$ cat config.mk
export PLATFORM = sky130hd
export DESIGN_NAME = fsync_sport
export DESIGN_NICKNAME = d
export VERILOG_FILES = /design/src/rtl/fsp_pkg.sv /design/src/rtl/fsp_tx.sv /design/src/rtl/fsp_rx.sv /design/src/rtl/fsync_sport.sv
export SDC_FILE = /design/constraint.sdc
export NUM_CORES = 1
export LEC_CHECK = 0
export BUFFER_PORTS_ARGS = -buffer_cell sky130_fd_sc_hd__buf_2
export CAP_MARGIN = 20
export CORE_MARGIN = 2
export CORE_UTILIZATION = 40
export DETAILED_ROUTE_END_ITERATION = 12
export SYNTH_ARGS = -nofsm -noshare
export SYNTH_HDL_FRONTEND = slang
export SYNTH_SLANG_ARGS = --single-unit
$ cat constraint.sdc
create_clock -name clk -period 2.3 [get_ports clk]
set_clock_uncertainty 0.1 [all_clocks]
set_input_delay 0.23 -clock clk [delete_from_list [all_inputs] [get_ports clk]]
set_output_delay 0.23 -clock clk [all_outputs]
set_load 0.02 [all_outputs]
$ cat src/rtl/fsp_pkg.sv
// Package: shared types for the framed serial port.
// Assumes nothing beyond IEEE 1800-2017.
package fsp_pkg;
    typedef enum logic {
        SYNC_EARLY = 1'b0,
        SYNC_LATE  = 1'b1
    } sync_mode_e;
endpackage

$ cat src/rtl/fsp_tx.sv
// Transmit sequencer: holding register, shift register, bit counter and
// internal frame-sync generator. It also owns the falling-edge sampler of
// the effective frame sync. Assumes configuration is static outside reset
// and WORD_W is in 3..32.
module fsp_tx
    import fsp_pkg::*;
#(
    parameter int WORD_W = 8
) (
    input  logic              clk,
    input  logic              rst_n,
    input  sync_mode_e        mode,
    input  logic              unframed,
    input  logic              fs_int_en,
    input  logic              fs_eff,
    input  logic              wr,
    input  logic [WORD_W-1:0] wdata,
    output logic              sdo,
    output logic              fs_gen,
    output logic              slot_act,
    output logic              hold_empty,
    output logic              underflow
);
    localparam int CW = $clog2(WORD_W + 1);
    localparam logic [CW-1:0] CNT_FULL = CW'(WORD_W);
    localparam logic [CW-1:0] CNT_LATE = CW'(WORD_W - 1);
    localparam logic [CW-1:0] CNT_ONE  = CW'(1);

    logic [WORD_W-1:0] hold_q, sr_q, sr_n, word;
    logic [CW-1:0]     cnt_q, cnt_n;
    logic              hold_full_q, hold_full_n;
    logic              active_q, active_n;
    logic              run_q, run_n;
    logic              fs_seen_q, fs_gen_n, uflow_q;
    logic              early, free, cont, start_full, start_late, start;

    // Sample the effective frame sync on the falling serial edge.
    always_ff @(negedge clk) begin
        if (!rst_n) fs_seen_q <= 1'b0;
        else        fs_seen_q <= fs_eff;
    end

    // Decide word starts and the next shifter state for the coming cycle.
    always_comb begin
        early      = (mode == SYNC_EARLY);
        free       = !active_q || (cnt_q == CNT_ONE);
        cont       = unframed && run_q && active_q && (cnt_q == CNT_ONE);
        start_full = cont || (early && free && fs_seen_q);
        start_late = !early && !active_q && fs_seen_q;
        start      = start_full || start_late;
        word       = hold_full_q ? hold_q : '0;
        active_n   = active_q;
        cnt_n      = cnt_q;
        sr_n       = sr_q;
        if (start_full) begin
            active_n = 1'b1;
            cnt_n    = CNT_FULL;
            sr_n     = word;
        end else if (start_late) begin
            active_n = 1'b1;
            cnt_n    = CNT_LATE;
            sr_n     = word << 1;
        end else if (active_q) begin
            sr_n = sr_q << 1;
            if (cnt_q == CNT_ONE) begin
                active_n = 1'b0;
                cnt_n    = '0;
            end else begin
                cnt_n = cnt_q - CNT_ONE;
            end
        end
        hold_full_n = wr ? 1'b1 : (start ? 1'b0 : hold_full_q);
        run_n       = run_q || start;
        fs_gen_n    = fs_int_en && hold_full_n && !(unframed && run_n) &&
                      (early ? (!active_n || cnt_n == CNT_ONE) : !active_n);
    end

    // Register shifter, counter, holding register, sync and flags.
    always_ff @(posedge clk) begin
        if (!rst_n) begin
            hold_q      <= '0;
            hold_full_q <= 1'b0;
            sr_q        <= '0;
            cnt_q       <= '0;
            active_q    <= 1'b0;
            run_q       <= 1'b0;
            fs_gen      <= 1'b0;
            uflow_q     <= 1'b0;
        end else begin
            if (wr) hold_q <= wdata;
            hold_full_q <= hold_full_n;
            sr_q        <= sr_n;
            cnt_q       <= cnt_n;
            active_q    <= active_n;
            run_q       <= run_n;
            fs_gen      <= fs_gen_n;
            if (start && !hold_full_q) uflow_q <= 1'b1;
        end
    end

    // Drive the lane: shifter MSB in a word; pending MSB while idle in late mode.
    assign sdo = active_q ? sr_q[WORD_W-1]
                          : ((!early && hold_full_q) ? hold_q[WORD_W-1] : 1'b0);
    assign slot_act   = active_q;
    assign hold_empty = !hold_full_q;
    assign underflow  = uflow_q;

    AST_UFLOW_STICKY: assert property (@(posedge clk) disable iff (!rst_n)
        uflow_q |=> uflow_q);
    AST_FS_ONE_CYCLE: assert property (@(posedge clk) disable iff (!rst_n)
        fs_gen |=> !fs_gen);
    AST_MIDWORD_COUNT: assert property (@(posedge clk) disable iff (!rst_n)
        (active_q && cnt_q > CNT_ONE) |=> (active_q && cnt_q == $past(cnt_q) - CNT_ONE));
endmodule

$ cat src/rtl/fsp_rx.sv
// Receive assembler: samples the incoming lane on the falling edge during
// data slots, hands each complete word to the rising-edge side through a
// toggle, and keeps the valid strobe and sticky overflow flag.
// Assumes WORD_W is in 3..32.
module fsp_rx
    import fsp_pkg::*;
#(
    parameter int WORD_W = 8
) (
    input  logic              clk,
    input  logic              rst_n,
    input  sync_mode_e        mode,
    input  logic              slot_act,
    input  logic              fs_eff,
    input  logic              sdi,
    input  logic              rd,
    output logic [WORD_W-1:0] data,
    output logic              valid,
    output logic              overflow
);
    localparam int BW = $clog2(WORD_W);
    localparam logic [BW-1:0] BIT_LAST = BW'(WORD_W - 1);

    logic [WORD_W-2:0] sr_q;
    logic [WORD_W-1:0] done_q;
    logic [BW-1:0]     bits_q;
    logic              tgl_q, tgl_seen_q, avail_q, ovf_q, capture, newword;

    // A data slot, or the first bit of a late-sync word.
    assign capture = slot_act || ((mode == SYNC_LATE) && fs_eff);

    // Shift received bits in on the falling edge and close words.
    always_ff @(negedge clk) begin
        if (!rst_n) begin
            sr_q   <= '0;
            done_q <= '0;
            bits_q <= '0;
            tgl_q  <= 1'b0;
        end else if (capture) begin
            sr_q <= {sr_q[WORD_W-3:0], sdi};
            if (bits_q == BIT_LAST) begin
                bits_q <= '0;
                done_q <= {sr_q, sdi};
                tgl_q  <= ~tgl_q;
            end else begin
                bits_q <= bits_q + BW'(1);
            end
        end
    end

    assign newword = (tgl_q != tgl_seen_q);

    // Present completed words on the rising edge and track reads.
    always_ff @(posedge clk) begin
        if (!rst_n) begin
            tgl_seen_q <= 1'b0;
            data       <= '0;
            valid      <= 1'b0;
            avail_q    <= 1'b0;
            ovf_q      <= 1'b0;
        end else begin
            tgl_seen_q <= tgl_q;
            valid      <= newword;
            if (newword) begin
                data    <= done_q;
                avail_q <= 1'b1;
                if (avail_q && !rd) ovf_q <= 1'b1;
            end else if (rd) begin
                avail_q <= 1'b0;
            end
        end
    end

    assign overflow = ovf_q;

    AST_VALID_PULSE: assert property (@(posedge clk) disable iff (!rst_n)
        valid |=> !valid);
    AST_OVF_STICKY: assert property (@(posedge clk) disable iff (!rst_n)
        ovf_q |=> ovf_q);
endmodule

$ cat src/rtl/fsync_sport.sv
// Top of the framed serial port. Selects the frame-sync source and wires
// the transmit sequencer to the receive assembler. The block is clocked by
// the serial clock. Configuration inputs are expected to change only
// while rst_n is low.
module fsync_sport
    import fsp_pkg::*;
#(
    parameter int WORD_W = 8
) (
    input  logic              clk,
    input  logic              rst_n,
    input  logic              cfg_late,
    input  logic              cfg_unframed,
    input  logic              cfg_fs_int,
    input  logic              fs_in,
    output logic              fs_out,
    output logic              sdo,
    input  logic              sdi,
    input  logic              tx_wr,
    input  logic [WORD_W-1:0] tx_data,
    output logic              tx_empty,
    output logic [WORD_W-1:0] rx_data,
    output logic              rx_valid,
    input  logic              rx_rd,
    output logic              tx_underflow,
    output logic              rx_overflow
);
    sync_mode_e mode;
    logic       fs_gen, fs_eff, slot_act;

    // Translate the timing select and pick the sync source.
    assign mode   = cfg_late ? SYNC_LATE : SYNC_EARLY;
    assign fs_eff = cfg_fs_int ? fs_gen : fs_in;
    assign fs_out = cfg_fs_int & fs_gen;

    fsp_tx #(.WORD_W(WORD_W)) u_tx (
        .clk        (clk),
        .rst_n      (rst_n),
        .mode       (mode),
        .unframed   (cfg_unframed),
        .fs_int_en  (cfg_fs_int),
        .fs_eff     (fs_eff),
        .wr         (tx_wr),
        .wdata      (tx_data),
        .sdo        (sdo),
        .fs_gen     (fs_gen),
        .slot_act   (slot_act),
        .hold_empty (tx_empty),
        .underflow  (tx_underflow)
    );

    fsp_rx #(.WORD_W(WORD_W)) u_rx (
        .clk      (clk),
        .rst_n    (rst_n),
        .mode     (mode),
        .slot_act (slot_act),
        .fs_eff   (fs_eff),
        .sdi      (sdi),
        .rd       (rx_rd),
        .data     (rx_data),
        .valid    (rx_valid),
        .overflow (rx_overflow)
    );
endmodule

## After elaboration in Yosys (flattened, before gate mapping)

Index checks and enable logic that the tools add are counted.
W data, S select, Z words.

- Output and inout bits: 14
- Bits in registers: 57
- Input port bits: 17

- Bitwise logic cells: 3
- Equality and inequality tests: 4
- Multiplexer cells: 22
- Add/sub/neg operators: 2
- Reductions and logical operators: 30

Operator list:

| cell | number |
|---|---|
| $mux W8 | 4 |
| $mux W4 | 4 |
| $logic_and A1 B1 Y1 | 15 |
| $mux W1 | 13 |
| $eq A4 B1 Y1 const B | 2 |
| $logic_or A1 B1 Y1 | 6 |
| $logic_not A1 Y1 | 5 |
| $reduce_and A2 Y1 | 2 |
| $sub A4 B1 Y4 const B | 1 |
| $add A3 B1 Y3 const B | 1 |
| $eq A3 B3 Y1 const B | 1 |
| $mux W3 | 1 |
| $reduce_bool A3 Y1 | 1 |
| $not A1 Y1 | 2 |
| $reduce_bool A2 Y1 | 1 |
| $and A1 B1 Y1 | 1 |
| $ne A1 B1 Y1 | 1 |

## Logic depth before layout (Yosys ltp)

Gate-level depths: netlist of run 1.

- Depth in word-level cells: 11
- Depth in mapped cells: 8
- Gate-level depth less buffers: 7

## Modules after synthesis

A second synthesis of run 1 with hierarchy kept.

- Cell total of the unflattened synthesis: 277
- Area total of the unflattened synthesis: 2479.9 um^2

Modules (own cells, without submodules):

| module | cells an instance | times used | area an instance (um^2) | seq. area each (um^2) |
|---|---|---|---|---|
| fsp_tx | 140 | 1 | 1261.2 | 520.5 |
| fsp_rx | 135 | 1 | 1196.1 | 620.6 |
| fsync_sport | 2 | 1 | 22.5 | 0.0 |

==> summary.txt, run 1 <==
Core outline area = 5921 sq um
Fill count = 546
First DRT Iteration DRCs = 78
Footprint of the multi-input gates = 1365 sq um
Nets = 355
Initial antenna violation count = 0
Unique masters post-synth = 42
Placed cells = 373
Leakage = 0.001477 uW
Number of synthesized flops with an enable pin = 0
Hold Path Depth = 3
Power per cell area = 736.0 nW/um^2
Crit Path Max Fanout = 10
Setup WS pre-CTS = -0.4669 ns
Sequential fraction of the synthesis area = 46.82%
Max-cap violations = 0
WHS Endpoint = u_tx.hold_q[3]
Area grow syn2layout = 33.73%
Clock Pin Slew Worst Setup and Hold Paths = 0.07 ns
GPL Wtd Cong = 0.8339
Num CTS Buffers = 9
Syn Nets = 288
Violated checks = negative setup slack
TNS Setup = -8.559 ns
Slew HR = 76.53%
Final setup viols = 35
HPWL Detailed = 3.452 mm
Largest net degree at the start of global routing = 30
WP data arrival = 2.82 ns
R2R depth = 6
Async S/R FF share, synth = 0%
Top-level port count = 31
Status = complete, but fails checks
Global-route wire length before repair = 8.452 mm
Cell Chain, Critical Path = nor2b_4 > a2bb2oi_4 > buf_6 > a311oi_1 > a211o_1 > a21oi_1
Antenna cells = 0
RR Endpoint = u_tx.sr_q[1]
Clock sink total = 57
Final hold violation count = 0
R2R Setup Slk = -0.35 ns
Clk root buf = clkbuf_8
DR vias = 2086
Final Max Slew Viols = 0
Worst vdd ir = 0.0003889 V
Post-DRT Antenna Nets = 0
CTS tree = built
Startpoint types = flop
Die Height = 82.06 um
Starting Density = 41.17%
Htree depth = 3
Drt first pass iters = 4
Type of the worst min-delay path = in2reg
WL final = 5.449 mm
Worst r2r src = u_tx.fs_seen_q
Endpoint type of the worst setup path = flop
Final WS setup = -0.3540 ns
Worst-Margin Slew = 0.3516 ns
Clock Tree Buf Depth = 2
Die Area = 6734 sq um
CP max-delay cell = dfxtp_4
Buf+Inv Stages, Crit Path = 1
Vias per cell = 5.039
Gr ovfl total = 0
Post-CTS Hold Buffers = 0
Post-Syn Instances = 267
Worst hold start = tx_data[3]
IO buf count = 30
WS Path Type = reg2reg
Synth warn = 0
Non-filler instance count after layout = 414
Die Span X = 82.06 um
Layout cells sized above 1 = 30.97%
Delay of the slowest critical-path stage = 0.35 ns
Sequential cell area = 1150 sq um
Syn_area_per_cell = 9.129 sq um
Routed WL per cell = 13.16 um
Flop and latch count out of synthesis = 57
Cell Rows = 28
Mapped Area = 2437 sq um
Drt drc = 0
Top_reg_cell synth = dfxtp_1
Crit path max-delay family = compound AO/OA/AOI/OAI gates
Fin Hold WS = 0.03165 ns
Total GRT Usage = 16.73%
Worst-skew pair later-pin latency = 0.38 ns
Number of global-route vias before repair = 1786
Req. time, crit path = 2.46 ns
RSZ-0062 raised after global routing = yes
per-layer routing:
metal | vias up | global-route usage [%] | share of wire, %
met5 | - | 0 | 0
met4 | 0 | 7.500 | 0.94
met3 | 5 | 4.835 | 3.1
met2 | 31 | 24.23 | 45
met1 | 988 | 22.95 | 51
li1 | 1062 | - | -
kinds of logic after synthesis:
logic type / synth area share, %
mux: 10.73
compound gates: 15.09
xor+xnor: 1.438
simple gates: 19.25
fa+ha+maj: 2.053
buf+inv: 4.619
flops: 46.82
cells in the final DEF, fill, tap and decap left out, drive strengths merged, types with 5 or more instances in the layout:
cell / instances
nor2b: 9
mux2i: 25
dfxtp: 57
a311oi: 8
a211o: 7
buf: 54
inv: 25
nor2: 36
nand2b: 5
clkbuf: 9
nor3: 5
nand2: 33
a21oi: 23
timing repair:
| item | in CTS | in global routing |
|---|---|---|
| setup endpoints to repair | 41 | 44 |
| setup buffers | 0 | 3 |
| cloned | 3 | 0 |
| resized for setup | 13 | 25 |
| pin swaps | 5 | 22 |
cell usage after synthesis, types with 5 or more instances:
| library cell | instances | area (sq um) |
|---|---|---|
| a211o_1 | 7 | 61.31 |
| a21oi_1 | 23 | 115.1 |
| a311oi_1 | 8 | 70.07 |
| buf_2 | 6 | 30.03 |
| clkbuf_1 | 9 | 33.78 |
| dfxtp_1 | 57 | 1141 |
| mux2i_1 | 25 | 250.2 |
| nand2_1 | 33 | 123.9 |
| nor2_1 | 36 | 135.1 |
| nor2b_1 | 9 | 56.30 |
| nor3_1 | 5 | 25.02 |
through the flow:
stage / area (sq um) / utilization [%] / total power, uW
CTS: 3137 / 52.98 / 2405
floorplan: 2514 / - / 1303
global route: 3259 / 55.05 / 2512
detailed placement: 2796 / 47.23 / 1382
global placement: 2796 / 47.23 / 1380
finish: 3259 / 55.05 / 2399
worst max path at each step:
| stage | startpoint | cells after the start | end |
|---|---|---|---|
| after floorplan | u_tx.fs_seen_q | 6 | u_tx.fs_gen |
| after global placement | u_tx.fs_seen_q | 5 | u_tx.sr_q[7] |
| after detailed placement | u_tx.fs_seen_q | 5 | u_tx.sr_q[7] |
| after CTS | u_tx.fs_seen_q | 6 | u_tx.sr_q[7] |
| after global routing | u_tx.fs_seen_q | 6 | u_tx.sr_q[1] |
| final | u_tx.fs_seen_q | 6 | u_tx.sr_q[1] |
flip-flops by register name, summed over array words and instances, names as in the netlist, 3 cells and up:
name         cells
u_rx.sr_q        7
u_rx.done_q      8
u_rx.bits_q      3
u_rx.data        8
u_tx.cnt_q       4
u_tx.sr_q        8
u_tx.hold_q      8
cell type report:
type | instances | share of cell area [%]
sequential | 57 | 35.28
clock inverter | 27 | 4.491
clock buffer | 9 | 3.800
tap | 75 | 2.879
inverter | 4 | 0.4607
timing repair buffer | 54 | 11.21
multi-input combinational | 188 | 41.88
report_power, final:
group          internal (uW)  switching (uW)  total (uW)
clock network            548             518        1070
registers               1020            28.5        1050
logic                    135             148         283
worst reg2reg max path, stage by stage (launching register included):
cell       delay, ns
dfxtp_4         0.35
nor2b_4         0.18
a2bb2oi_4       0.18
buf_6           0.15
a311oi_1        0.05
a211o_1         0.24
a21oi_1         0.14
Power figures use the tool's default switching activity.
==> run 2: changes to the inputs <==
- CORE_ASPECT_RATIO: not set -> 2
- RECOVER_POWER: not set -> 100
==> run 2 against run 1 <==
Effect of this change:
- setup slack lost 0.078 ns
- the run still ends with negative setup slack left
- die area grew 0.56%
- sequential power about the same
- clock-buffer cell count is 2 higher
- critical endpoint is now u_tx.sr_q[7]
- total power is 16% higher
- clock power is 31% higher
- core utilization increased by 3.7 points
- routed wire length rose by 6.7%
==> summary.txt, run 2 (synthesis results as in run 1) <==
Clock Tree Buf Depth = 2 (unchanged)
Final hold violation count = 0 (unchanged)
WS Path Type = reg2reg (unchanged)
Commonest cells after routing, fill and taps aside = 55 x dfxtp_1, 34 x nor2_1, 25 x mux2i_1, 23 x inv_1, 18 x nand2_1 (was 54 x dfxtp_1, 35 x nor2_1, 30 x buf_2, 25 x mux2i_1, 25 x nand2_1)
CTS tree = built (unchanged)
Req. time, crit path = 2.46 ns (about the same)
Final setup viols = 46 (was 35)
Clock sink total = 57 (unchanged)
HPWL Detailed = 3.435 mm (was 3.452 mm)
Worst-Margin Slew = 0.6627 ns (was 0.3516 ns)
WHS Endpoint = u_tx.hold_q[1] (was u_tx.hold_q[3])
Die Height = 114.4 um (was 82.06 um)
Routed WL per cell = 14.39 um (was 13.16 um)
Final Max Slew Viols = 0 (unchanged)
Gr ovfl total = 0 (unchanged)
DR vias = 2122 (was 2086)
TNS Setup = -11.83 ns (was -8.559 ns)
Violated checks = negative setup slack (unchanged)
Core outline area = 5956 sq um (was 5921 sq um)
Final WS setup = -0.4322 ns (was -0.3540 ns)
Nets = 357 (was 355)
Footprint of the multi-input gates = 1444 sq um (was 1365 sq um)
Starting Density = 40.92% (was 41.17%)
Slew HR = 55.76% (was 76.53%)
Global-route wire length before repair = 9.287 mm (was 8.452 mm)
R2R depth = 6 (unchanged)
First DRT Iteration DRCs = 89 (was 78)
Worst-skew pair later-pin latency = 0.39 ns (was 0.38 ns)
Non-filler instance count after layout = 404 (was 414)
Fill count = 542 (was 546)
Initial antenna violation count = 0 (unchanged)
Fin Hold WS = 0.03436 ns (was 0.03165 ns)
Drt first pass iters = 4 (unchanged)
Die Span X = 59.20 um (was 82.06 um)
Cell Rows = 40 (was 28)
RSZ-0062 raised after global routing = yes (unchanged)
Post-CTS Hold Buffers = 0 (unchanged)
GPL Wtd Cong = 0.7381 (was 0.8339)
Sw Ratio = 27.16% (was 28.96%)
Num CTS Buffers = 9 (unchanged)
Largest net degree at the start of global routing = 38 (was 30)
Power per cell area = 792.3 nW/um^2 (was 736.0 nW/um^2)
Design Power = 2774 uW (was 2399 uW)
Total GRT Usage = 18.37% (was 16.73%)
Top-level port count = 31 (unchanged)
WL final = 5.813 mm (was 5.449 mm)
Vias per cell = 5.252 (was 5.039)
Worst r2r src = u_tx.fs_seen_q (unchanged)
Commonest non-fill, non-tap cell in the layout = dfxtp_1 (unchanged)
IO buf count = 30 (unchanged)
Startpoint types = flop (unchanged)
Hold Path Depth = 3 (unchanged)
Status = complete, but fails checks (unchanged)
Leakage = 0.001502 uW (was 0.001477 uW)
Seq pwr share = 38.2% (was 43.8%)
Clk root buf = clkbuf_16 (was clkbuf_8)
Worst vdd ir = 0.0004727 V (was 0.0003889 V)
R2R Setup Slk = -0.43 ns (was -0.35 ns)
Setup WS pre-CTS = -0.4635 ns (was -0.4669 ns)
Net switching power = 753.2 uW (was 694.6 uW)
Combinational power share = 11.3% (was 11.8%)
Drt drc = 0 (unchanged)
Clock Pin Slew Worst Setup and Hold Paths = 0.05 ns (was 0.07 ns)
Endpoint type of the worst setup path = flop (unchanged)
Layout cells sized above 1 = 32.84% (was 30.97%)
Crit Path Max Fanout = 5 (was 10)
Post-DRT Antenna Nets = 0 (unchanged)
Worst hold start = tx_data[1] (was tx_data[3])
RR Endpoint = u_tx.sr_q[7] (was u_tx.sr_q[1])
Number of global-route vias before repair = 1992 (was 1786)
WP data arrival = 2.89 ns (was 2.82 ns)
Sequential cell area = 1146 sq um (was 1150 sq um)
Max-cap violations = 0 (unchanged)
Antenna cells = 0 (unchanged)
Area grow syn2layout = 43.63% (was 33.73%)
Placed cells = 357 (was 373)
Type of the worst min-delay path = in2reg (unchanged)
Pint = 2020 uW (was 1704 uW)
Clk pwr share = 50.5% (was 44.4%)
Die Area = 6771 sq um (was 6734 sq um)
Htree depth = 3 (unchanged)
-- run 2: cell count changes in the layout (fill, tap and decap cells not counted), moves of 4 or more --
cell / previous run / this run
clkbuf_16: 0 / 10
a21oi_2: 10 / 15
nand2_2: 8 / 12
buf_2: 30 / 15
nand2_1: 25 / 18
a21oi_1: 12 / 7
buf_4: 18 / 11
clkbuf_1: 0 / 16
buf_6: 4 / 10
clkbuf_8: 9 / 0
-- run 2: stage by stage --
step | instance area, sq um | utilization (%)
global route | 3501 | 58.78
floorplan | 2514 | -
global placement | 2764 | 46.41
CTS | 3356 | 56.34
detailed placement | 2764 | 46.41
finish | 3501 | 58.78
-- run 2: worst max-delay path: stages (launching register included) --
cell	delay, ns
dfxtp_4	0.34
nor2b_4	0.13
a2bb2oi_4	0.17
buf_6	0.15
buf_16	0.13
a211o_1	0.30
a21oi_2	0.13
-- run 2: worst max-delay path by stage --
stage,startpoint,to,slack (ns),cells past startpoint
6_report,u_tx.fs_seen_q,u_tx.sr_q[7],-0.43,6
5_1_grt,u_tx.fs_seen_q,u_tx.fs_gen,-0.47,6
4_1_cts,u_tx.fs_seen_q,u_tx.sr_q[6],-0.39,6
3_5_place_dp,u_tx.fs_seen_q,u_tx.fs_gen,-0.46,5
3_3_place_gp,u_tx.fs_seen_q,u_tx.sr_q[7],-0.41,5
2_1_floorplan,u_tx.fs_seen_q,u_tx.fs_gen,-0.26,6
-- run 2: area by class of cell --
| type | instances | share of cell area (%) |
|---|---|---|
| clock inverter | 25 | 3.038 |
| sequential | 57 | 32.74 |
| timing repair buffer | 57 | 13.05 |
| multi-input combinational | 187 | 41.24 |
| inverter | 4 | 0.4289 |
| clock buffer | 11 | 7.255 |
| tap | 63 | 2.252 |
-- run 2: repair_timing --
action / CTS / global route
gates cloned: 5 / 0
endpoints found under the setup margin: 45 / 45
pin swaps: 16 / 31
setup buffers: 4 / 7
resized for setup: 29 / 46
-- run 2: power groups by stage --
stage	Sequential, uW	Combinational (uW)	Clock [uW]
floorplan	1060	187	55.9
global placement	1070	244	55.9
detailed placement	1070	247	55.9
CTS	1060	298	1410
global route	1060	344	1500
finish	1060	315	1400
-- run 2: layer usage --
metal  global-route usage (%)  vias to the layer above  part of all wire (%)
met1                    19.67                     1013                    39
met3                    4.633                        8                   3.3
met5                        0                        -                     0
met2                    32.01                       39                    55
met4                    9.091                        0                   2.0
li1                         -                     1062                     -
==> run 3: changes to the inputs <==
- CORE_ASPECT_RATIO: 2 -> 1.2
- PLACE_DENSITY: not set -> 0.64
==> run 3 against run 2 <==
Effect of this change:
- the run still ends with negative setup slack left
- hold slack got worse by 0.0078 ns
- core utilization decreased by 2.5 points
- clock-buffer cell count unchanged
- combinational power decreased by 1%
- sequential share of layout area increased by 1.3 points
- via count increased by 0.19%
- routed wire length decreased by 8.7%
- global-route usage decreased by 1.4 points
- first-iteration DRC count decreased by 3.4%
- register-to-register slack improved by 0.05 ns
- critical endpoint is now u_tx.sr_q[4]
- highest routed layer unchanged
==> summary.txt, run 3 (synthesis results as in run 1) <==
Status = complete, but fails checks (unchanged)
Violated checks = negative setup slack (unchanged)
Routed WL per cell = 12.52 um (was 14.39 um)
Cell Rows = 31 (was 40)
Area grow syn2layout = 37.99% (was 43.63%)
DR vias = 2126 (was 2122)
Max layer used = met4 (unchanged)
Clk root buf = clkbuf_8 (was clkbuf_16)
Top-level port count = 31 (unchanged)
Type of the worst min-delay path = in2reg (unchanged)
Layout cells sized above 1 = 28.95% (was 32.84%)
WS Path Type = reg2reg (unchanged)
Htree depth = 3 (unchanged)
Commonest cells after routing, fill and taps aside = 55 x dfxtp_1, 35 x nor2_1, 24 x mux2i_1, 23 x inv_1, 23 x nand2_1 (was 55 x dfxtp_1, 34 x nor2_1, 25 x mux2i_1, 23 x inv_1, 18 x nand2_1)
First DRT Iteration DRCs = 86 (was 89)
Delay of the slowest critical-path stage = 0.34 ns (about the same)
Worst-skew pair later-pin latency = 0.38 ns (was 0.39 ns)
R2R Setup Slk = -0.38 ns (was -0.43 ns)
RSZ-0062 raised after global routing = yes (unchanged)
Drt first pass iters = 4 (unchanged)
Clock sink total = 57 (unchanged)
Number of global-route vias before repair = 1936 (was 1992)
Core outline area = 5973 sq um (was 5956 sq um)
Design Power = 2456 uW (was 2774 uW)
Max-cap violations = 0 (unchanged)
Crit Path Max Fanout = 13 (was 5)
Req. time, crit path = 2.47 ns (was 2.46 ns)
Final setup viols = 45 (was 46)
CP max-delay cell = dfxtp_4 (unchanged)
Nets = 358 (was 357)
Post-CTS Hold Buffers = 0 (unchanged)
Die Height = 89.51 um (was 114.4 um)
Final WS setup = -0.3833 ns (was -0.4322 ns)
Commonest non-fill, non-tap cell in the layout = dfxtp_1 (unchanged)
Leakage = 0.001463 uW (was 0.001502 uW)
Slew HR = 53.41% (was 55.76%)
Worst vdd ir = 0.0004104 V (was 0.0004727 V)
Final Max Slew Viols = 0 (unchanged)
Global-route wire length before repair = 8.597 mm (was 9.287 mm)
Final hold violation count = 0 (unchanged)
Worst-Margin Slew = 0.6978 ns (was 0.6627 ns)
TNS Setup = -11.25 ns (was -11.83 ns)
HPWL Detailed = 3.395 mm (was 3.435 mm)
Clock Tree Buf Depth = 2 (unchanged)
Crit path max-delay family = compound AO/OA/AOI/OAI gates (unchanged)
Startpoint types = flop (unchanged)
Die Span X = 75.26 um (was 59.20 um)
Total GRT Usage = 17.01% (was 18.37%)
WP data arrival = 2.85 ns (was 2.89 ns)
Drt drc = 0 (unchanged)
Power per cell area = 730.3 nW/um^2 (was 792.3 nW/um^2)
Post-Route M1 WL = 2.374 mm (was 2.291 mm)
Largest net degree at the start of global routing = 26 (was 38)
Vias per cell = 5.014 (was 5.252)
Setup WS pre-CTS = -0.5316 ns (was -0.4635 ns)
WL final = 5.310 mm (was 5.813 mm)
Die Area = 6737 sq um (was 6771 sq um)
Cell Chain, Critical Path = nor2b_4 > a2bb2oi_4 > buf_12 > a311oi_1 > a211o_1 > a21oi_1 (was nor2b_4 > a2bb2oi_4 > buf_6 > buf_16 > a211o_1 > a21oi_2)
Gr ovfl total = 0 (unchanged)
Initial antenna violation count = 0 (unchanged)
Antenna cells = 0 (unchanged)
IO buf count = 30 (unchanged)
Met3 routed WL = 197 um (was 191 um)
Clock Pin Slew Worst Setup and Hold Paths = 0.07 ns (was 0.05 ns)
Utilization after layout = 56.31% (was 58.78%)
Post-DRT Antenna Nets = 0 (unchanged)
Endpoint type of the worst setup path = flop (unchanged)
Starting Density = 40.80% (was 40.92%)
Num CTS Buffers = 9 (unchanged)
Fin Hold WS = 0.02654 ns (was 0.03436 ns)
Met2 wire length = 2.621 mm (was 3.214 mm)
CTS tree = built (unchanged)
GPL Wtd Cong = 0.7273 (was 0.7381)
Buf+Inv Stages, Crit Path = 1 (was 2)
run 3: cell types whose count changed in the layout (fill, tap and decap cells not counted), moves of 3 or more:
cell | previous run | this run
nor2b_1 | 5 | 8
a21oi_1 | 7 | 14
nor2b_2 | 3 | 0
buf_4 | 11 | 16
nand2_1 | 18 | 23
nand2_2 | 12 | 9
clkbuf_8 | 0 | 9
a21oi_2 | 15 | 7
clkbuf_16 | 10 | 2
run 3: final cells by class:
cell class              count  area, sq um
clock buffers              11        173.9
clock inverters            25        111.4
fillers                   570         2610
inverters                   4        15.01
multi-input cells         187         1399
flip-flops and latches     57         1146
well taps                  82        102.6
repair buffers             58        415.4
run 3: timing repair:
action	CTS	global route
pin swaps	6	27
endpoints found under the setup margin	43	45
resized for setup	14	37
gates cloned	2	0
buffers inserted	4	5
run 3: metrics by stage:
| stage | area (sq um) | std cells |
|---|---|---|
| 2_1_floorplan | 2514 | 267 |
| 3_3_place_gp | 2790 | 378 |
| 3_5_place_dp | 2790 | 378 |
| 4_1_cts | 3208 | 419 |
| 5_1_grt | 3363 | 424 |
| 6_report | 3363 | 424 |
run 3: final timing paths:
check / from / to / cells after the start
max: u_tx.fs_seen_q / u_tx.sr_q[4] / 6
min: tx_data[7] / u_tx.hold_q[7] / 3
max reg2reg: u_tx.fs_seen_q / u_tx.sr_q[4] / 6
min reg2reg: u_tx.sr_q[5] / u_tx.sr_q[5] / 2
run 3: report_power, final:
part	internal, uW	switching (uW)
sequential	1020	34.2
clock	572	516
combinational	160	151
run 3: worst register-to-register path, cell delays in order, from the launching register on:
cell and delay, ns:
dfxtp_4 0.34, nor2b_4 0.17, a2bb2oi_4 0.23, buf_12 0.16, a311oi_1 0.05, a211o_1 0.27, a21oi_1 0.11
run 3: layer usage:
| metal | vias to the layer above | global-route usage [%] |
|---|---|---|
| li1 | 1062 | - |
| met1 | 1015 | 19.86 |
| met2 | 39 | 27.83 |
| met3 | 10 | 4.961 |
| met4 | 0 | 9.250 |
| met5 | - | 0 |
